===== src/rtl/nds_pkg.sv =====
package nds_pkg;
  localparam int PHASES  = 8;
  localparam int PH_ROW  = 0;  // drive row address
  localparam int PH_COL0 = 1;  // row strobe, first column address
  localparam int PH_CAS0 = 2;  // first column strobe
  localparam int PH_HI   = 3;  // capture upper nibble
  localparam int PH_COL1 = 4;  // drop column strobe, second column address
  localparam int PH_CAS1 = 5;  // second column strobe
  localparam int PH_LO   = 6;  // capture lower nibble, byte complete
  localparam int PH_END  = 7;  // release both strobes
endpackage


===== src/rtl/nds_phase.sv =====
module nds_phase #(
  parameter int N = nds_pkg::PHASES
) (
  input  logic         clk,
  input  logic         rst_n,
  output logic [N-1:0] ph
);
  always_ff @(posedge clk or negedge rst_n) begin
    if (!rst_n) ph <= N'(1);
    else        ph <= {ph[N-2:0], ph[N-1]};
  end
endmodule


===== src/rtl/nds_arb.sv =====
module nds_arb #(
  parameter int ADDR_W = 15
) (
  input  logic              clk,
  input  logic              rst_n,
  input  logic              start,
  input  logic              vid_req,
  input  logic              nmi,
  input  logic              cpu_rd,
  input  logic [ADDR_W-1:0] vid_addr,
  input  logic [ADDR_W-1:0] cpu_addr,
  output logic [ADDR_W-1:0] addr_now,
  output logic [ADDR_W-1:0] addr_q,
  output logic              grant_q,
  output logic              due_q,
  output logic              rd_q
);
  logic grant_now;

  assign grant_now = vid_req && !nmi;
  assign addr_now  = grant_now ? vid_addr : cpu_addr;

  always_ff @(posedge clk or negedge rst_n) begin
    if (!rst_n) begin
      addr_q  <= '0;
      grant_q <= 1'b0;
      due_q   <= 1'b0;
      rd_q    <= 1'b0;
    end else if (start) begin
      addr_q  <= addr_now;
      grant_q <= grant_now;
      due_q   <= vid_req;
      rd_q    <= cpu_rd;
    end
  end
endmodule


===== src/rtl/nds_addr_mux.sv =====
module nds_addr_mux #(
  parameter int ROW_W = 8,
  parameter int COL_W = 7,
  localparam int ADDR_W = ROW_W + COL_W,
  localparam int MA_W = ROW_W
) (
  input  logic              clk,
  input  logic              rst_n,
  input  logic              ph_row,
  input  logic              ph_col0,
  input  logic              ph_cas0,
  input  logic              ph_col1,
  input  logic              ph_cas1,
  input  logic              ph_end,
  input  logic [ADDR_W-1:0] addr_now,
  input  logic [ADDR_W-1:0] addr_q,
  output logic [MA_W-1:0]   ma,
  output logic              ras,
  output logic              cas
);
  function automatic logic [MA_W-1:0] row_of(input logic [ADDR_W-1:0] a);
    return a[ADDR_W-1:COL_W];
  endfunction

  function automatic logic [MA_W-1:0] col_of(input logic [ADDR_W-1:0] a, input logic half);
    return {a[COL_W-1:0], half};
  endfunction

  always_ff @(posedge clk or negedge rst_n) begin
    if (!rst_n) begin
      ma  <= '0;
      ras <= 1'b0;
      cas <= 1'b0;
    end else begin
      if (ph_row) ma <= row_of(addr_now);
      if (ph_col0) begin
        ras <= 1'b1;
        ma  <= col_of(addr_q, 1'b0);
      end
      if (ph_cas0) cas <= 1'b1;
      if (ph_col1) begin
        cas <= 1'b0;
        ma  <= col_of(addr_q, 1'b1);
      end
      if (ph_cas1) cas <= 1'b1;
      if (ph_end) begin
        ras <= 1'b0;
        cas <= 1'b0;
      end
    end
  end
endmodule


===== src/rtl/nds_assemble.sv =====
module nds_assemble #(
  parameter int NIB_W = 4,
  localparam int BYTE_W = 2 * NIB_W
) (
  input  logic              clk,
  input  logic              rst_n,
  input  logic              ph_hi,
  input  logic              ph_lo,
  input  logic              grant_q,
  input  logic              due_q,
  input  logic              rd_q,
  input  logic [NIB_W-1:0]  nib,
  output logic [BYTE_W-1:0] vid_byte,
  output logic              vid_valid,
  output logic              vid_adv,
  output logic [BYTE_W-1:0] cpu_byte
);
  logic [NIB_W-1:0]  hi_q;
  logic [BYTE_W-1:0] whole;

  assign whole = {hi_q, nib};

  always_ff @(posedge clk or negedge rst_n) begin
    if (!rst_n) begin
      hi_q      <= '0;
      vid_byte  <= '0;
      cpu_byte  <= '0;
      vid_valid <= 1'b0;
      vid_adv   <= 1'b0;
    end else begin
      vid_valid <= ph_lo && grant_q;
      vid_adv   <= ph_lo && due_q;
      if (ph_hi) hi_q <= nib;
      if (ph_lo) begin
        if (grant_q)   vid_byte <= whole;
        else if (rd_q) cpu_byte <= whole;
      end
    end
  end
endmodule


===== src/rtl/nibble_dram_seq.sv =====
module nibble_dram_seq #(
  parameter int ROW_W = 8,
  parameter int COL_W = 7,
  parameter int NIB_W = 4,
  localparam int ADDR_W = ROW_W + COL_W,
  localparam int MA_W = ROW_W,
  localparam int BYTE_W = 2 * NIB_W
) (
  input  logic              clk,
  input  logic              rst_n,
  input  logic              vid_req,
  input  logic [ADDR_W-1:0] vid_addr,
  input  logic [ADDR_W-1:0] cpu_addr,
  input  logic              cpu_rd,
  input  logic              nmi,
  input  logic [NIB_W-1:0]  dram_nib,
  output logic [MA_W-1:0]   mem_addr,
  output logic              row_sel,
  output logic              col_sel,
  output logic [BYTE_W-1:0] vid_byte,
  output logic              vid_valid,
  output logic              vid_adv,
  output logic [BYTE_W-1:0] cpu_byte
);
  import nds_pkg::*;

  logic [PHASES-1:0] ph;
  logic ph_row, ph_col0, ph_cas0, ph_hi, ph_col1, ph_cas1, ph_lo, ph_end;
  logic [ADDR_W-1:0] addr_now, addr_q;
  logic grant_q, due_q, rd_q;

  assign ph_row  = ph[PH_ROW];
  assign ph_col0 = ph[PH_COL0];
  assign ph_cas0 = ph[PH_CAS0];
  assign ph_hi   = ph[PH_HI];
  assign ph_col1 = ph[PH_COL1];
  assign ph_cas1 = ph[PH_CAS1];
  assign ph_lo   = ph[PH_LO];
  assign ph_end  = ph[PH_END];

  nds_phase #(.N(PHASES)) u_phase (
    .clk(clk), .rst_n(rst_n), .ph(ph)
  );

  nds_arb #(.ADDR_W(ADDR_W)) u_arb (
    .clk(clk), .rst_n(rst_n), .start(ph_row),
    .vid_req(vid_req), .nmi(nmi), .cpu_rd(cpu_rd),
    .vid_addr(vid_addr), .cpu_addr(cpu_addr),
    .addr_now(addr_now), .addr_q(addr_q),
    .grant_q(grant_q), .due_q(due_q), .rd_q(rd_q)
  );

  nds_addr_mux #(.ROW_W(ROW_W), .COL_W(COL_W)) u_mux (
    .clk(clk), .rst_n(rst_n),
    .ph_row(ph_row), .ph_col0(ph_col0), .ph_cas0(ph_cas0),
    .ph_col1(ph_col1), .ph_cas1(ph_cas1), .ph_end(ph_end),
    .addr_now(addr_now), .addr_q(addr_q),
    .ma(mem_addr), .ras(row_sel), .cas(col_sel)
  );

  nds_assemble #(.NIB_W(NIB_W)) u_asm (
    .clk(clk), .rst_n(rst_n), .ph_hi(ph_hi), .ph_lo(ph_lo),
    .grant_q(grant_q), .due_q(due_q), .rd_q(rd_q), .nib(dram_nib),
    .vid_byte(vid_byte), .vid_valid(vid_valid), .vid_adv(vid_adv),
    .cpu_byte(cpu_byte)
  );
endmodule


===== config.mk =====
export PLATFORM = sky130hd
export DESIGN_NAME = nibble_dram_seq
export DESIGN_NICKNAME = d
export VERILOG_FILES = /design/src/rtl/nds_pkg.sv /design/src/rtl/nds_phase.sv /design/src/rtl/nds_arb.sv /design/src/rtl/nds_addr_mux.sv /design/src/rtl/nds_assemble.sv /design/src/rtl/nibble_dram_seq.sv
export SDC_FILE = /design/constraint.sdc
export NUM_CORES = 1
export LEC_CHECK = 0
export ABC_AREA = 0
export BUFFER_PORTS_ARGS = -buffer_cell sky130_fd_sc_hd__buf_4
export CORE_MARGIN = 4
export CORE_UTILIZATION = 45
export DETAILED_ROUTE_END_ITERATION = 7
export GPL_TIMING_DRIVEN = 1
export PLACE_DENSITY = 0.82
export SLEW_MARGIN = 20
export SYNTH_ARGS = -nofsm -noshare
export SYNTH_HDL_FRONTEND = slang
export SYNTH_SLANG_ARGS = --single-unit

===== constraint.sdc =====
create_clock -name clk -period 1.59 [get_ports clk]
set_clock_uncertainty 0.2 [all_clocks]
set_input_delay 0.318 -clock clk [delete_from_list [all_inputs] [get_ports clk]]
set_output_delay 0.318 -clock clk [all_outputs]
set_load 0.01 [all_outputs]

==> reports/qor.csv <==
stage,metric,value,unit
synth,yosysWarningCount,0,
critical_path,cp-end-kind,flop,
cts,cts_inserted_buffers,5,
final_layout,layout-drive-gt1-share,0.4727,
sta,fin_tns_setup,0,ps
final_layout,area_growth,33.92,%
synth,synthesis.instances,147,
cts,cts_tree,built,
cts,cts_max_path_buffers,2,
worst_hold_path,hold_class,input port to flop,
run,cap_violations,0,
cts,hold_buffers,1,
die,start_util,0.4633,
critical_path,cp_num_buf_inv,0,
synth,yosysMostFrequentCell,dfrtp_1,
synth,ys_ff_latch,50,
pwr,power_per_cell_area,818.1,nW/um2
sta,worstMarginPinSlew,261.4,ps
die,die_area,5583,um2
synth,post-synth-top-area-fraction,0.6121,
die,std_cell_rows,24,
critical_path,worstPathArrival,1410,ps
sta,finalHoldViolations,0,
synth,synth_nets,186,
final_layout,fin_nets,258,
die,fp.coreArea,4324,um2
cts,insertion_delay,300,ps
die,die_width,74.72,um
synth,ys_seq_area_frac,0.6252,
grt,grt_pass1_wl,6.548,mm
synth,synthArstFlopShare,1.000,
sta,period_minus_slack,1394,ps
cts,post_cts_buffers,0,
synth,netlist_area,2003,um2
critical_path,crit_type,flop to flop,
sta,finalSetupViolCount,0,
placed_design,portBuffers,66,
critical_path,worstSetupStartpointType,flop,
final_layout,antenna_cells,0,
grt,grt_max_degree,34,
grt,grt_pass1_vias,1402,
sta,slew_headroom,0.8253,
grt,grt.total_usage,0.1562,
synth,synth_common_cells,"dfrtp_1 (49), mux2_2 (22), mux2i_1 (16)",
detailed_routing,finalWirelength,4.108,mm
synth,synth.distinct_cells,22,
cts,clkSinkCount,50,
cts,clkTransAtPathRegs,90,ps
detailed_routing,detail_route.first_pass.iterations,4,
critical_path,crit_fanout,8,
die,io_pins,67,
cts,htree_levels,2,
critical_path,crit_path_max_incr_delay,640,ps
grt,globalRoute.totalOverflow,0,
synth,synth_area_leaders,"dfrtp_1 (61%), mux2_2 (12%), mux2i_1 (8.0%)",
detailed_routing,drc,0,
synth,avgSynthCellArea,13.63,um2
placed_design,dp_hpwl,3.062,mm
run_status,run_status,finished clean,
pwr,power_leakage,1.347,nW
synth,synth-edff-count,0,
sta,drv_slew,0,
critical_path,path_cells,nand2_1 > o211ai_1,
synth,synth.largest_area_cell,dfrtp_1,
final_layout,nFillCells,364,
detailed_routing,vias,1366,
detailed_routing,routedWlPerCell,15.10,um
cts,cts_resized,0,
cts,root_buffer,clkbuf_8,
detailed_routing,initialDrtViolationCount,82,
die,die_y,74.72,um
placed_design,routabilityCongestion,0.7357,
sta,maxClockFrequency,0.7172,GHz
pwr,vdd_drop_max,0.5095,mV
critical_path,cp_slowest_cell,dfstp_2,
detailed_routing,viasPerCell,5.022,
sta,fin_crit_sh,0.8769,
grt,grt_antenna_before_repair,0,
critical_path,worstPathRequired,1610,ps
critical_path,path_delay_family,flip-flops,
synth,yosys_most_used_dff,dfrtp_1,
final_layout,fin_util,0.6204,
detailed_routing,ant_nets,0,
sta,grt_setup_unrepaired,false,
-- path summary, 6_finish.rpt --
| kind | cells after the start | from | end | slack (ps) |
|---|---|---|---|---|
| max | 2 | u_phase.ph[0] | u_mux.ma[4] | 200 |
| max reg2reg | 2 | u_phase.ph[0] | u_mux.ma[4] | 200 |
| max in group asynchronous | 3 | rst_n | u_phase.ph[0] | 470 |
| min in group asynchronous | 2 | rst_n | u_asm.cpu_byte[3] | 220 |
| min | 2 | cpu_rd | u_arb.rd_q | 40 |
| min reg2reg | 0 | u_phase.ph[5] | u_phase.ph[6] | 180 |
-- through the flow --
step | worst slack, ps | instance area, um2 | power, mW | cells | hold slack [ps]
2_1_floorplan | 225.9 | 2003 | 1.366 | 147 | -177.6
3_3_place_gp | 221.9 | 2582 | 1.488 | 263 | 0.6862
3_5_place_dp | 203.5 | 2582 | 1.492 | 263 | 1.733
4_1_cts | 181.0 | 2683 | 2.228 | 272 | 35.82
5_1_grt | 115.0 | 2683 | 2.292 | 272 | 31.17
6_report | 195.7 | 2683 | 2.195 | 272 | 41.03
-- kinds of logic after synthesis --
family	share of synthesized area
flops	0.6252
mux	0.2036
simple gates	0.08620
compound gates	0.05496
buf+inv	0.02998
-- cells in the final DEF (no fill, tap or decap), types with 2 or more instances in the layout --
cell type / count
dfrtp_1: 49
buf_12: 3
nand2b_1: 2
nand2_1: 8
inv_1: 3
buf_4: 67
nand3b_1: 7
a21oi_1: 9
clkbuf_8: 5
o211ai_1: 7
nor2_1: 10
mux2_2: 22
mux2i_1: 16
-- worst reg2reg max path, delay by kind of cell (launching register included) --
kind             cells  cell delay [ps]
flip-flops           1              640
AND/OR/NAND/NOR      1              220
AO/OA/AOI/OAI        1              250
-- state kept, by name, indices dropped and copies added (netlist names) --
register,flops
u_asm.hi_q,4
u_asm.vid_valid,1
u_arb.grant_q,1
u_mux.ras,1
u_arb.rd_q,1
u_arb.addr_q,7
u_mux.ma,8
u_phase.ph,8
u_asm.vid_byte,8
u_asm.cpu_byte,8
u_arb.due_q,1
u_mux.cas,1
u_asm.vid_adv,1
-- where the power goes --
group          internal (mW)  switching (mW)  total [mW]
logic                  0.108          0.0709       0.179
clock network          0.309           0.420       0.730
registers               1.28         0.00519        1.29
-- layout make-up --
class / instances / area (um2) / share of cell area
timing repair buffer: 71 / 573.1 / 0.2136
sequential: 50 / 1252 / 0.4669
clock inverter: 3 / 21.27 / 0.007929
inverter: 3 / 11.26 / 0.004198
tap: 52 / 65.06 / 0.02425
multi-input combinational: 88 / 690.7 / 0.2575
clock buffer: 5 / 68.82 / 0.02565
-- routing by layer --
metal | routed length (um) | global-route usage
met1 | 1733 | 0.2059
met2 | 2143 | 0.2527
met3 | 163 | 0.03338
met4 | 67 | 0.06324
met5 | 0 | 0
Power figures use the tool's default switching activity.
